**config.mk**
```make
export PLATFORM = sky130hd
export DESIGN_NAME = thermint_ctrl
export DESIGN_NICKNAME = d
export VERILOG_FILES = /design/src/rtl/thermint_pkg.sv /design/src/rtl/thermint_en_reg.sv /design/src/rtl/thermint_status.sv /design/src/rtl/thermint_irq.sv /design/src/rtl/thermint_ctrl.sv
export SDC_FILE = /design/constraint.sdc
export NUM_CORES = 1
export LEC_CHECK = 0
export BUFFER_PORTS_ARGS = -buffer_cell sky130_fd_sc_hd__buf_2
export CORE_UTILIZATION = 40
export CTS_BUF_LIST = sky130_fd_sc_hd__clkbuf_4 sky130_fd_sc_hd__clkbuf_8
export DETAILED_ROUTE_END_ITERATION = 12
export HOLD_SLACK_MARGIN = 0.05
export PLACE_DENSITY = 0.77
export SYNTH_ARGS = -nofsm -noshare
export SYNTH_HDL_FRONTEND = slang
export SYNTH_SLANG_ARGS = --single-unit
```
**constraint.sdc**
```tcl
create_clock -name clk_i -period 1.1 [get_ports clk_i]
set_input_delay 0.055 -clock clk_i [delete_from_list [all_inputs] [get_ports clk_i]]
set_output_delay 0.055 -clock clk_i [all_outputs]
set_load 0.01 [all_outputs]
```
**src/rtl/thermint_pkg.sv**
```systemverilog
package thermint_pkg;
  typedef enum logic [1:0] {
    SEL_NONE = 2'd0,
    SEL_EN   = 2'd1,
    SEL_STAT = 2'd2
  } rd_sel_e;
endpackage

```
**src/rtl/thermint_en_reg.sv**
```systemverilog
module thermint_en_reg #(
  parameter int unsigned DATA_W = 8,
  parameter int unsigned NUM_CH = 3,
  parameter logic [DATA_W-1:0] RST_VAL = 8'h0E
) (
  input  logic              clk_i,
  input  logic              rst_ni,
  input  logic              wr_i,
  input  logic [DATA_W-1:0] wdata_i,
  input  logic              lock_i,
  output logic [DATA_W-1:0] en_o,
  output logic              grp_en_o,
  output logic [NUM_CH-1:0] ch_en_o
);
  localparam int unsigned FIELD_W = NUM_CH + 1;
  localparam logic [DATA_W-1:0] WMASK = {{(DATA_W-FIELD_W){1'b0}}, {FIELD_W{1'b1}}};

  logic [DATA_W-1:0] en_q;
  logic              lock_q;

  always_ff @(posedge clk_i or negedge rst_ni) begin
    if (!rst_ni) begin
      en_q   <= RST_VAL & WMASK;
      lock_q <= 1'b0;
    end else begin
      lock_q <= lock_q | lock_i;
      // lock wins over a write in the same cycle
      if (wr_i && !lock_q && !lock_i) en_q <= wdata_i & WMASK;
    end
  end

  assign en_o     = en_q;
  assign grp_en_o = en_q[0];
  assign ch_en_o  = en_q[NUM_CH:1];

  p_lock_sticky_r9: assert property (@(posedge clk_i) disable iff (!rst_ni)
    lock_q |=> lock_q);
  p_locked_frozen_r9: assert property (@(posedge clk_i) disable iff (!rst_ni)
    (lock_q || lock_i) |=> $stable(en_q));
endmodule

```
**src/rtl/thermint_status.sv**
```systemverilog
module thermint_status #(
  parameter int unsigned NUM_CH = 3
) (
  input  logic              clk_i,
  input  logic              rst_ni,
  input  logic [NUM_CH-1:0] evt_i,
  input  logic [NUM_CH-1:0] ch_en_i,
  input  logic              clr_i,
  output logic [NUM_CH-1:0] stat_o
);
  logic [NUM_CH-1:0] stat_q;

  always_ff @(posedge clk_i or negedge rst_ni) begin
    if (!rst_ni) stat_q <= '0;
    else         stat_q <= (stat_q & ~{NUM_CH{clr_i}}) | (evt_i & ch_en_i);
  end

  assign stat_o = stat_q;

  for (genvar i = 0; i < NUM_CH; i++) begin : g_chk
    p_gated_set_r3: assert property (@(posedge clk_i) disable iff (!rst_ni)
      (!stat_q[i] && !ch_en_i[i]) |=> !stat_q[i]);
    p_sticky_r5: assert property (@(posedge clk_i) disable iff (!rst_ni)
      (stat_q[i] && !clr_i) |=> stat_q[i]);
    p_evt_wins_r6: assert property (@(posedge clk_i) disable iff (!rst_ni)
      (evt_i[i] && ch_en_i[i]) |=> stat_q[i]);
  end
endmodule

```
**src/rtl/thermint_irq.sv**
```systemverilog
module thermint_irq #(
  parameter int unsigned NUM_CH = 3
) (
  input  logic              clk_i,
  input  logic              rst_ni,
  input  logic              grp_en_i,
  input  logic              glb_en_i,
  input  logic [NUM_CH-1:0] stat_i,
  input  logic [NUM_CH-1:0] ch_en_i,
  output logic              int_no
);
  logic int_nq;

  always_ff @(posedge clk_i or negedge rst_ni) begin
    if (!rst_ni) int_nq <= 1'b1;
    else         int_nq <= ~(grp_en_i & glb_en_i & (|(stat_i & ch_en_i)));
  end

  assign int_no = int_nq;

  p_grp_gate_r7: assert property (@(posedge clk_i) disable iff (!rst_ni)
    !grp_en_i |=> int_no);
  p_glb_gate_r7: assert property (@(posedge clk_i) disable iff (!rst_ni)
    !glb_en_i |=> int_no);
  p_no_src_r8: assert property (@(posedge clk_i) disable iff (!rst_ni)
    (stat_i == '0) |=> int_no);
endmodule

```
**src/rtl/thermint_ctrl.sv**
```systemverilog
module thermint_ctrl #(
  parameter int unsigned ADDR_W = 8,
  parameter int unsigned DATA_W = 8,
  parameter int unsigned NUM_CH = 3,
  parameter logic [ADDR_W-1:0] EN_ADDR   = 8'h82,
  parameter logic [ADDR_W-1:0] STAT_ADDR = 8'h41,
  parameter logic [DATA_W-1:0] EN_RST    = 8'h0E
) (
  input  logic              clk_i,
  input  logic              rst_ni,
  input  logic [ADDR_W-1:0] reg_addr_i,
  input  logic [DATA_W-1:0] reg_wdata_i,
  input  logic              reg_we_i,
  input  logic              reg_re_i,
  output logic [DATA_W-1:0] reg_rdata_o,
  input  logic              lock_i,
  input  logic              glb_int_en_i,
  input  logic [NUM_CH-1:0] temp_evt_i,
  output logic              int_no
);
  import thermint_pkg::*;

  localparam int unsigned PAD_W = DATA_W - NUM_CH - 1;

  logic [DATA_W-1:0] en_val;
  logic              grp_en;
  logic [NUM_CH-1:0] ch_en;
  logic [NUM_CH-1:0] stat;
  logic [DATA_W-1:0] rdata_q;
  rd_sel_e           sel;

  always_comb begin
    sel = SEL_NONE;
    if (reg_addr_i == EN_ADDR)        sel = SEL_EN;
    else if (reg_addr_i == STAT_ADDR) sel = SEL_STAT;
  end

  thermint_en_reg #(.DATA_W(DATA_W), .NUM_CH(NUM_CH), .RST_VAL(EN_RST)) u_en (
    .clk_i   (clk_i),
    .rst_ni  (rst_ni),
    .wr_i    (reg_we_i && sel == SEL_EN),
    .wdata_i (reg_wdata_i),
    .lock_i  (lock_i),
    .en_o    (en_val),
    .grp_en_o(grp_en),
    .ch_en_o (ch_en)
  );

  thermint_status #(.NUM_CH(NUM_CH)) u_stat (
    .clk_i  (clk_i),
    .rst_ni (rst_ni),
    .evt_i  (temp_evt_i),
    .ch_en_i(ch_en),
    .clr_i  (reg_re_i && sel == SEL_STAT),
    .stat_o (stat)
  );

  thermint_irq #(.NUM_CH(NUM_CH)) u_irq (
    .clk_i   (clk_i),
    .rst_ni  (rst_ni),
    .grp_en_i(grp_en),
    .glb_en_i(glb_int_en_i),
    .stat_i  (stat),
    .ch_en_i (ch_en),
    .int_no  (int_no)
  );

  always_ff @(posedge clk_i or negedge rst_ni) begin
    if (!rst_ni) rdata_q <= '0;
    else if (reg_re_i) begin
      unique case (sel)
        SEL_EN:   rdata_q <= en_val;
        SEL_STAT: rdata_q <= {{PAD_W{1'b0}}, stat, 1'b0};
        default:  rdata_q <= '0;
      endcase
    end
  end

  assign reg_rdata_o = rdata_q;

  p_unmapped_zero_r10: assert property (@(posedge clk_i) disable iff (!rst_ni)
    (reg_re_i && reg_addr_i != EN_ADDR && reg_addr_i != STAT_ADDR) |=> (reg_rdata_o == '0));
  p_rsvd_zero_r2: assert property (@(posedge clk_i) disable iff (!rst_ni)
    (reg_re_i && reg_addr_i == EN_ADDR) |=> (reg_rdata_o[DATA_W-1:NUM_CH+1] == '0));
endmodule

```
### After elaboration in Yosys (flattened, before gate mapping)

Cells that the tools add are included.

* register bits after elaboration: 17
* input port bits: 25
* output and inout port bits: 9
* word-level logic and storage cells: 28

* eq/ne operators: 4
* mux-type cells: 3
* bitwise operators: 9
* reduce and logical (&&, ||, !) cells: 7

Operators with widths (number)
* bitwise AND 3 bit: 3
* == test 8 x 7 -> 1 bit (second input constant): 1
* == test 8 bit (second input constant): 1
* case mux 4 bit (2 select lines): 1
* logical AND 1 bit: 4
* two-way mux 2 bit: 2
* NOT 3 bit: 1
* OR 3 bit: 1
* OR reduction 3 bit: 1
* bitwise AND 1 bit: 2
* == test 2 x 1 -> 1 bit (second input constant): 1
* == test 2 bit (second input constant): 1
* logical NOT 1 bit: 2
* NOT 1 bit: 1
* OR 1 bit: 1

### Longest topological paths before layout

* depth in word-level cells: 8
* mapped depth: 3
* gate-level depth less buffers: 3

### Hierarchy

From an unflattened synthesis, not the netlist that was laid out.

* cells, all modules: 62
* area, all modules: 802.0 um^2

Modules (own cells, without submodules)
* thermint_ctrl: times used 1, cells an instance 27, area each 379.1 um^2, sequential area each 200.2 um^2
* thermint_en_reg: times used 1, cells an instance 20, area each 262.8 um^2, sequential area each 128.9 um^2
* thermint_status: times used 1, cells an instance 12, area each 116.4 um^2, sequential area each 75.1 um^2
* thermint_irq: times used 1, cells an instance 3, area each 43.8 um^2, sequential area each 26.3 um^2

### Worst setup path after synthesis

No wires, ideal clock.

* path type: flip-flop to flip-flop
* start point: register u_en.lock_q
* end point: register u_en.en_q[0], in the netlist u_en.en_o[0]
* library setup time: 0.125 ns
* data arrival time: 0.914 ns
* data required time: 0.975 ns
* setup slack: 0.062 ns
* cell stages (with the launch flop): 4
* path buffers: 0
* period minus slack after synthesis: 1.038 ns
* cell sequence: dfrtp_1 -> nor2_1 -> nand4_2 -> mux2_2

* cells in the longest elaborated chain, start to end: 3

Ends and longest elaborated chain
* from (decl): RTL line thermint_en_reg.sv:19 `logic lock_q;`
* from (signal assigned): RTL line thermint_en_reg.sv:26 `lock_q <= lock_q | lock_i;`
* logical NOT 1 bit: RTL line thermint_en_reg.sv:28 `if (wr_i && !lock_q && !lock_i) en_q <= wdata_i & WMASK;`
* logical AND 1 bit (2 in series): RTL line thermint_en_reg.sv:28
* to (signal assigned): RTL line thermint_en_reg.sv:23 `en_q <= RST_VAL & WMASK;`
* to (signal assigned): RTL line thermint_en_reg.sv:28
* to (decl): RTL line thermint_en_reg.sv:18 `logic [DATA_W-1:0] en_q;`

No other way between the ends.
A chain may end at the register's enable or synchronous reset.

### Final worst setup path

Ends and elaborated chain as after synthesis.

==> flow_summary.json <==
{
  "status": "finished clean",
  "setup_slack_ps": 75.9,
  "syn_to_final_growth_pct": 45.9,
  "setup_viol": 0,
  "synth_adder_area_share": 0,
  "fin_setup_tns_ps": 0,
  "drt-wirelength-per-cell_microns": 12.6,
  "synth.area.top_cells": "dfrtp_1, dfstp_2, mux2_2",
  "cts_max_level": 1,
  "synth_simple_gate_area_frac": 0.183,
  "n_fill_cell": 108,
  "rows": 13,
  "clkSlewWorstSetupHoldPaths_ps": 80,
  "drtIter0Drc": 5,
  "final_nets": 109,
  "crit_fanout": 4,
  "antenna_cells": 0,
  "clkLatencyLatePin_ps": 270,
  "synth_cells": 44,
  "synth.most_common_cell": "dfrtp_1",
  "fp.dieW_microns": 40.8,
  "maxCapViolations": 0,
  "syn_area_sq_um": 602,
  "grt_pass1_vias": 469,
  "synth_flop_cell": "dfrtp_1",
  "yosys_warnings": 0,
  "fin_skew_ps": 3.59,
  "drive_gt1_frac": 0.518,
  "vias_per_cell": 4.98,
  "worstSetupEndpointType": "flop",
  "yosys.area.top_type_share": 0.374,
  "synth_compound_area_frac": 0.125,
  "fmax_mhz": 976,
  "post_synth.cell_area_avg_sq_um": 13.7,
  "grt_usage": 0.169,
  "cts_buffers": 3,
  "cts_tree": "yes",
  "cts_buffer_depth": 2,
  "grt_max_degree": 14,
  "leakagePower_nw": 0.442,
  "clock-sinks": 13,
  "ant_nets": 0,
  "dp_slack_ps": -25.7,
  "muxShareOfSynthArea": 0.0748,
  "synth_top_family_by_area": "simple AND/OR/NAND/NOR gates",
  "num_vias": 488,
  "start_kind": "flop",
  "yosys.area_share.xor_xnor": 0,
  "worstHoldPathType": "primary input to flop",
  "slew_violations": 0,
  "firstDrtPassIters": 4,
  "wl_microns": 1230,
  "root_buffer": "clkbuf_4",
  "hold_viol": 0,
  "synth-async-reset-ratio": 1.00,
  "synth_cell_types": 19,
  "start_util": 0.446,
  "synth.yosys.seq_area_share": 0.549,
  "min_period_ps": 1020,
  "cp.arrival_ps": 1190,
  "io_buffer_count": 25,
  "ios": 34,
  "grt_pass1_wl_microns": 1820,
  "ys_ff_latch": 13,
  "coreArea_sq_mm": 0.00135,
  "min_period_over_period": 0.931,
  "hpwl_microns": 877,
  "post_cts_buffers": 0,
  "critPathRequiredTime_ps": 1260,
  "grt_overflow": 0,
  "die-area_sq_mm": 0.00166,
  "drc": 0,
  "yosysTopAreaCell": "dfrtp_1",
  "power_density_mw_per_mm2": 1030,
  "rsz0062_at_grt": "no",
  "synth_common_cells": "dfrtp_1, a22o_1, buf_4, dfstp_2, mux2_2",
  "finalPower_mw": 0.904,
  "die_height_microns": 40.8,
  "worstSetupPathType": "flop to flop",
  "gp_congestion": 0.718,
  "ir_worst_vdd_uv": 632,
  "antenna_found_initial": 0,
  "synth_edf_count": 0
}
flip-flops by register name, indices dropped and copies added, names as in the netlist:
signal and cells:
u_stat.stat_o 3, u_en.en_o 4, reg_rdata_o 4, u_en.lock_q 1
u_irq.int_no 1
kinds of logic (layout without fill, tap and decap cells):
kind of cell / after synthesis / after routing
DFF: 13 / 13
and+or+nand+nor: 12 / 12
AOI/OAI and AO/OA: 8 / 8
buffers and inverters: 6 / 42
muxes: 4 / 4
other: 1 / 4
metal layers:
metal  GRT usage  vias up  share of wire
met4      0.0750        0              0
met2       0.270       16           0.48
met5           0        -              0
li1            -      238              -
met3      0.0326        0          0.039
met1       0.218      234           0.48
cells in the final DEF (no fill, tap or decap), types with 2 or more instances in the layout:
master         instances
buf_2                 25
dlygate4sd3_1          9
dfrtp_1                9
a22o_1                 4
mux2_2                 4
conb_1                 4
clkbuf_4               4
dfstp_2                4
nor2b_1                3
a221o_1                3
inv_1                  2
buf_4                  2
critical path, stage by stage, from the launching register on:
cell and delay (ps):
dfrtp_1 400, nor2_4 110, nand4_4 110, mux2_2 300
stage by stage:
step                area (sq um)  cells   util  hold WS [ps]
floorplan                    613     47      -          -241
global placement             742     85  0.550         -55.8
detailed placement           742     85  0.550         -48.4
CTS                          865     98  0.640          87.3
global route                 878     98  0.651           129
finish                       878     98  0.651           114
layout make-up:
class | instances | area [sq um] | share of cell area
timing repair buffer | 36 | 230 | 0.262
tap | 15 | 18.8 | 0.0214
sequential | 13 | 330 | 0.376
multi-input combinational | 28 | 262 | 0.298
clock buffer | 4 | 30.0 | 0.0342
inverter | 2 | 7.51 | 0.00855
final timing paths:
kind / cells after the start / slack [ps] / startpoint / to
min in group asynchronous: 2 / 190 / rst_ni / reg_rdata_o[2]
worst max register to register: 3 / 80 / u_en.lock_q / u_en.en_o[0]
worst min-delay path: 4 / 110 / lock_i / u_en.lock_q
worst max-delay path: 3 / 80 / u_en.lock_q / u_en.en_o[0]
worst min register to register: 1 / 450 / u_en.en_o[0] / u_irq.int_no
max in group asynchronous: 2 / 630 / rst_ni / u_en.en_o[1]
power breakdown:
group | total [mW] | switching, mW | leakage [nW] | internal (mW)
Combinational | 0.0988 | 0.0433 | 0.262 | 0.0555
Sequential | 0.485 | 0.00282 | 0.162 | 0.482
Clock | 0.320 | 0.156 | 0.0184 | 0.165
Total | 0.904 | 0.202 | 0.442 | 0.702
timing repair:
item / CTS / global route
hold buffers: 9 / 0
setup endpoints to repair: 1 / 1
pin swaps: 1 / 0
endpoints found under the hold margin: 21 / 0
resized for setup: 1 / 2
(Power assumes the default switching activity.)
